[config.mk]
export PLATFORM = sky130hd
export DESIGN_NAME = subframe_timer
export DESIGN_NICKNAME = d
export VERILOG_FILES = /design/src/rtl/subframe_timer_pkg.sv /design/src/rtl/subframe_rst_sync.sv /design/src/rtl/subframe_chip_counter.sv /design/src/rtl/subframe_strobe_decode.sv /design/src/rtl/subframe_strobe_reg.sv /design/src/rtl/subframe_timer.sv
export SDC_FILE = /design/constraint.sdc
export NUM_CORES = 1
export LEC_CHECK = 0
export BUFFER_PORTS_ARGS = -buffer_cell sky130_fd_sc_hd__buf_2
export CAP_MARGIN = 20
export CORE_UTILIZATION = 55
export DETAILED_ROUTE_END_ITERATION = 8
export GPL_TIMING_DRIVEN = 0
export PLACE_DENSITY = 0.85
export SLEW_MARGIN = 0
export SYNTH_ARGS = -nofsm -noshare
export SYNTH_HDL_FRONTEND = slang
export SYNTH_HIERARCHICAL = 1
export SYNTH_SLANG_ARGS = --single-unit
[constraint.sdc]
create_clock -name clk -period 0.94 [get_ports clk]
set_input_delay 0.188 -clock clk [delete_from_list [all_inputs] [get_ports clk]]
set_output_delay 0.188 -clock clk [all_outputs]
set_load 0.01 [all_outputs]
[src/rtl/subframe_timer_pkg.sv]
package subframe_timer_pkg;

  typedef struct packed {
    logic bit_s;
    logic byte_s;
    logic frame_s;
    logic pre_frame_s;
    logic pre_byte_s;
  } strobe_t;

  localparam int STROBE_N = $bits(strobe_t);

  function automatic bit is_pow2(input int val);
    return (val > 1) && ((val & (val - 1)) == 0);
  endfunction

endpackage

[src/rtl/subframe_rst_sync.sv]
module subframe_rst_sync #(
  parameter int STAGES = 2
) (
  input  logic clk,
  input  logic rst_n,
  output logic rst_q_n
);

  logic [STAGES-1:0] sync_q;

  always_ff @(posedge clk or negedge rst_n) begin
    if (!rst_n) begin
      sync_q <= '0;
    end else begin
      sync_q <= {sync_q[STAGES-2:0], 1'b1};
    end
  end

  assign rst_q_n = sync_q[STAGES-1];

endmodule

[src/rtl/subframe_chip_counter.sv]
module subframe_chip_counter #(
  parameter int CHIPS_PER_FRAME = 2880,
  parameter int CNT_W           = 12
) (
  input  logic             clk,
  input  logic             rst_q_n,
  input  logic             step,
  output logic [CNT_W-1:0] cnt
);

  localparam logic [CNT_W-1:0] LAST = CNT_W'(CHIPS_PER_FRAME - 1);
  localparam logic [CNT_W-1:0] ONE  = CNT_W'(1);

  logic [CNT_W-1:0] cnt_q;
  logic [CNT_W-1:0] cnt_d;
  logic             wrap;

  // next-state logic
  always_comb begin
    wrap  = (cnt_q == LAST);
    cnt_d = cnt_q;
    if (step) begin
      cnt_d = wrap ? '0 : (cnt_q + ONE);
    end
  end

  // state register
  always_ff @(posedge clk or negedge rst_q_n) begin
    if (!rst_q_n) begin
      cnt_q <= '0;
    end else begin
      cnt_q <= cnt_d;
    end
  end

  assign cnt = cnt_q;

endmodule

[src/rtl/subframe_strobe_decode.sv]
module subframe_strobe_decode
  import subframe_timer_pkg::*;
#(
  parameter int CHIPS_PER_FRAME = 2880,
  parameter int CHIPS_PER_BIT   = 8,
  parameter int BITS_PER_BYTE   = 8,
  parameter int CNT_W           = 12
) (
  input  logic [CNT_W-1:0] cnt,
  output strobe_t          dec
);

  localparam int CHIPS_PER_BYTE = CHIPS_PER_BIT * BITS_PER_BYTE;
  localparam logic [CNT_W-1:0] LAST   = CNT_W'(CHIPS_PER_FRAME - 1);
  localparam logic [CNT_W-1:0] BIT_L  = CNT_W'(CHIPS_PER_BIT);
  localparam logic [CNT_W-1:0] BYTE_L = CNT_W'(CHIPS_PER_BYTE);
  localparam logic [CNT_W-1:0] BYTE_M = CNT_W'(CHIPS_PER_BYTE - 1);

  logic on_bit;
  logic on_byte;
  logic before_byte;

  // bit boundary: low bits when the period is a power of two, remainder otherwise
  generate
    if (is_pow2(CHIPS_PER_BIT)) begin : g_bit_pow2
      localparam int LB = $clog2(CHIPS_PER_BIT);
      assign on_bit = (cnt[LB-1:0] == '0);
    end else begin : g_bit_mod
      assign on_bit = ((cnt % BIT_L) == '0);
    end
  endgenerate

  // byte boundary and the chip before it
  generate
    if (is_pow2(CHIPS_PER_BYTE)) begin : g_byte_pow2
      localparam int LY = $clog2(CHIPS_PER_BYTE);
      assign on_byte     = (cnt[LY-1:0] == '0);
      assign before_byte = &cnt[LY-1:0];
    end else begin : g_byte_mod
      assign on_byte     = ((cnt % BYTE_L) == '0);
      assign before_byte = ((cnt % BYTE_L) == BYTE_M);
    end
  endgenerate

  always_comb begin
    dec.bit_s       = on_bit;
    dec.byte_s      = on_byte;
    dec.frame_s     = (cnt == '0);
    dec.pre_frame_s = (cnt == LAST);
    dec.pre_byte_s  = before_byte || (cnt == LAST);
  end

endmodule

[src/rtl/subframe_strobe_reg.sv]
module subframe_strobe_reg
  import subframe_timer_pkg::*;
(
  input  logic    clk,
  input  logic    rst_q_n,
  input  logic    step,
  input  strobe_t dec,
  input  logic    mode_in,
  output strobe_t stb,
  output logic    mode_out
);

  strobe_t stb_q;
  strobe_t stb_d;
  logic    mode_q;

  // strobes are qualified by the chip enable
  always_comb begin
    stb_d = '0;
    if (step) begin
      stb_d = dec;
    end
  end

  always_ff @(posedge clk or negedge rst_q_n) begin
    if (!rst_q_n) begin
      stb_q  <= '0;
      mode_q <= 1'b0;
    end else begin
      stb_q  <= stb_d;
      mode_q <= mode_in;
    end
  end

  assign stb      = stb_q;
  assign mode_out = mode_q;

endmodule

[src/rtl/subframe_timer.sv]
module subframe_timer
  import subframe_timer_pkg::*;
#(
  parameter int CHIPS_PER_FRAME = 2880,
  parameter int CHIPS_PER_BIT   = 8,
  parameter int BITS_PER_BYTE   = 8,
  parameter int CNT_W           = 12,
  parameter int RST_STAGES      = 2
) (
  input  logic             clk,
  input  logic             rst_n,
  input  logic             chip_en,
  input  logic             tx_mode,
  output logic [CNT_W-1:0] chip_cnt,
  output logic             bit_stb,
  output logic             byte_stb,
  output logic             frame_stb,
  output logic             pre_frame_stb,
  output logic             pre_byte_stb,
  output logic             tx_active
);

  logic    rst_q_n;
  strobe_t dec;
  strobe_t stb;

  subframe_rst_sync #(
    .STAGES(RST_STAGES)
  ) u_rst (
    .clk    (clk),
    .rst_n  (rst_n),
    .rst_q_n(rst_q_n)
  );

  subframe_chip_counter #(
    .CHIPS_PER_FRAME(CHIPS_PER_FRAME),
    .CNT_W          (CNT_W)
  ) u_cnt (
    .clk    (clk),
    .rst_q_n(rst_q_n),
    .step   (chip_en),
    .cnt    (chip_cnt)
  );

  subframe_strobe_decode #(
    .CHIPS_PER_FRAME(CHIPS_PER_FRAME),
    .CHIPS_PER_BIT  (CHIPS_PER_BIT),
    .BITS_PER_BYTE  (BITS_PER_BYTE),
    .CNT_W          (CNT_W)
  ) u_dec (
    .cnt(chip_cnt),
    .dec(dec)
  );

  subframe_strobe_reg u_stb (
    .clk     (clk),
    .rst_q_n (rst_q_n),
    .step    (chip_en),
    .dec     (dec),
    .mode_in (tx_mode),
    .stb     (stb),
    .mode_out(tx_active)
  );

  assign bit_stb       = stb.bit_s;
  assign byte_stb      = stb.byte_s;
  assign frame_stb     = stb.frame_s;
  assign pre_frame_stb = stb.pre_frame_s;
  assign pre_byte_stb  = stb.pre_byte_s;

endmodule

==> impl_results.md <==
- Power per cell area: 2150 mW/mm2
- Final Net Count: 144
- Critical path type: reg2reg
- Port bufs: 21
- WP data required: between 1000 and 1500 ps
- Clock sink total: 20
- DP Area: 0.00110 mm2
- Max frequency: 0.590 GHz
- Routed wire per std cell: 20.2 um
- Level count of the clock H-tree: 1
- Outcome: finished with violations
- Crit path capture type: flip-flop
- R2R setup slack: -750 ps
- Routed via count: a little under 1000
- Clock Latency Late Sink: 300 ps
- 1st-pass router iterations: 4
- Fin crit period: 1690 ps
- Inserted Clock Buffers: 3
- Crit path top cell by count: buf_4
- Clock Path Buffers: 2
- Core Rows: 14
- Count of mapped cells out of synthesis: 87
- Global Route Usage Sum: 29.8%
- Relative slew slack: 65.5%
- Hold slack final: around 180 ps
- Drt total wl: 3.12 mm
- Initial Util: about three fifths
- Design area: roughly 0.0015 mm2
- Net Count, Synth: 92
- Chip height: 43.5 um
- Post-DRT Antenna Nets: 0
- Max-slew violations: 0
- RSZ-0062 raised after global routing: true
- Worst slew pin tran: 514 ps
- Die area: 0.00189 mm2
- Number of antenna diodes: 0
- FF-to-FF Start: u_cnt/cnt[6]$_DFFE_PN0P_
- # IOs: 22
- Vias in the first global route: between 800 and 900
- Average size of a mapped cell: 10.9 um2
- Leak pwr: ~0.70 nW
- TritonCTS clock tree: yes
- Buf/Inv on CP: 2
- Largest net degree at the start of global routing: 19
- Hold Crit Class: in2async
- Synth warnings: 6
- Worst Slack Setup Final: -755 ps
- # Max-Cap Violations: 0
- CP delay by family, top: simple AND/OR/NAND/NOR gates
- DRT iter0 DRCs: 46
- Layout cells sized above 1: about three fifths
- Synth unique cells: 28
- Cell area after synthesis: 948 um2
- CP max FO: 4
- Final hold violation count: 0
- CP cell instances: buf_4 > buf_4 > nand2_1 > nor3_1 > nand4_1 > mux2i_1
- Failing checks: setup timing
- VDD IR-drop max: 1.77 mV
- Clock Skews: 5.28 ps
- Reg-to-Reg End: u_cnt/cnt[11]$_DFFE_PN0P_
- CP startpoint kind: flip-flop
- Register area share after synthesis: 52.8%
- # DRC: 0
- Root buffer cell: clkbuf_4
- Setup TNS: -12480 ps
- Max incr delay on CP: 480 ps
- Final period utilization: 180%
- Crit-path slowest cell: nor3_1
- HPWL after detailed placement: approximately 1.2 mm
- R2R cell count: 6
- Area grow syn2layout: 57.4%
- Initial antenna violation count: 0
- Aggregate global routing overflow: 0
- Post-layout utilization of the core: around 96%
- First-pass GRT wire length: just over 4 mm
- Core area: 0.00156 mm2
- Arrival time worst endpoint: 1890 ps
- Finish-stage setup viols: 35
- Clock-pin slew on the worst setup and hold paths: 110 ps
- Drt via density: 6.27
- #FFs+latches synth: 20
- DIE WIDTH: 43.5 um
- Final GP Congestion: 0.784
-- Yosys cell counts (all sizes together) --
library cell,count,area [um2]
dfrtp,20,500
nand2,9,33.8
nor2,6,22.5
and2,5,31.3
or3,5,41.3
nand4,4,25.0
nor3,4,20.0
a21oi,3,15.0
buf,3,22.5
nand3,3,27.5
nor4,3,37.5
o21ai,3,15.0
xnor2,3,26.3
inv,2,7.51
mux2i,2,20.0
or2,2,15.0
xor2,2,17.5
a21o,1,7.51
conb,1,3.75
ha,1,12.5
nand2b,1,6.26
o21a,1,7.51
o22ai,1,6.26
o31ai,1,12.5
or4b,1,13.8
-- per-layer routing --
| metal | track usage (%) | part of all wire [%] |
|---|---|---|
| met5 | 0 | 0 |
| met2 | 48.2 | 50 |
| met4 | 13.1 | 4.1 |
| met1 | 40.3 | 37 |
| met3 | 3.75 | 8.8 |
-- how the worst max path moves through the flow --
| stage | startpoint | end | slack (ps) | depth (start not counted) |
|---|---|---|---|---|
| after detailed placement | u_cnt/cnt[7]$_DFFE_PN0P_ | u_cnt/cnt[9]$_DFFE_PN0P_ | -760 | 4 |
| after global routing | u_cnt/cnt[6]$_DFFE_PN0P_ | u_cnt/cnt[11]$_DFFE_PN0P_ | -790 | 6 |
| after CTS | u_cnt/cnt[10]$_DFFE_PN0P_ | u_cnt/cnt[0]$_DFFE_PN0P_ | -680 | 4 |
| after floorplan | u_cnt/cnt[7]$_DFFE_PN0P_ | u_cnt/cnt[9]$_DFFE_PN0P_ | -700 | 4 |
| after global placement | u_cnt/cnt[7]$_DFFE_PN0P_ | u_cnt/cnt[9]$_DFFE_PN0P_ | -760 | 4 |
| final | u_cnt/cnt[6]$_DFFE_PN0P_ | u_cnt/cnt[11]$_DFFE_PN0P_ | -750 | 6 |
-- state kept, by name, summed over array words and instances (netlist names) --
signal and cells:
u_stb/stb 5, u_cnt/cnt 12, u_rst/sync_q 2, u_stb/mode_out 1
-- layout by cell type, fill, tap and decap left out, types with 2 or more instances in the layout --
master / n
nor2_2: 2
a21oi_1: 2
xor2_1: 2
dfrtp_2: 12
or3_4: 3
nand4_1: 4
nor4_4: 2
buf_6: 25
o21ai_1: 2
nor3_2: 2
buf_2: 11
dlygate4sd3_1: 2
or3_1: 2
nand2_1: 9
nor2_1: 4
nor3_1: 2
and2_1: 5
clkbuf_4: 3
xnor2_1: 3
mux2i_1: 2
buf_4: 12
dfrtp_1: 8
-- final cells by class --
class,count,area [um2]
Timing Repair Buffer,49,439
Sequential cell,20,515
Inverter,2,7.51
Clock buffer,4,36.3
Multi-Input combinational cell,62,467
Tap cell,16,20.0
Buffer,1,7.51
Fill cell,37,66.3
-- metrics by stage --
| stage | setup slack [ps] | power [W] | instances |
|---|---|---|---|
| 6_report | -755 | 0.00322 | 154 |
| 5_1_grt | -793 | 0.00332 | 154 |
| 4_1_cts | -675 | 0.00288 | 147 |
| 3_5_place_dp | -755 | 0.00186 | 124 |
| 3_3_place_gp | -755 | 0.00182 | 124 |
| 2_1_floorplan | -696 | 0.00163 | 87 |
-- cells by family (layout without fill, tap and decap cells) --
family,after synthesis,after routing,share of synthesized area (%)
XOR/XNOR,5,5,4.62
multiplexers,2,2,2.11
AND/OR/NAND/NOR,43,43,28.9
buffers and inverters,5,56,3.17
adder cells (fa/ha/maj),1,1,1.32
AO/OA/AOI/OAI,10,10,6.73
other,1,1,0.395
flip-flops,20,20,52.8
-- repair_timing --
item,4_1_cts,5_1_grt
hold endpoints to repair,3,0
pin swaps,16,8
hold buffers,2,0
endpoints found under the setup margin,34,44
gates cloned,0,0
buffers inserted,19,11
resized for setup,22,16
-- where the power goes --
part	internal (W)	switching (W)	leakage, nW
clock network	0.000236	0.000267	0.0210
registers	0.00101	0.000217	0.245
logic	0.000860	0.000624	0.434
total	0.00211	0.00111	0.700
No activity file was read; power rests on OpenSTA's default activity.
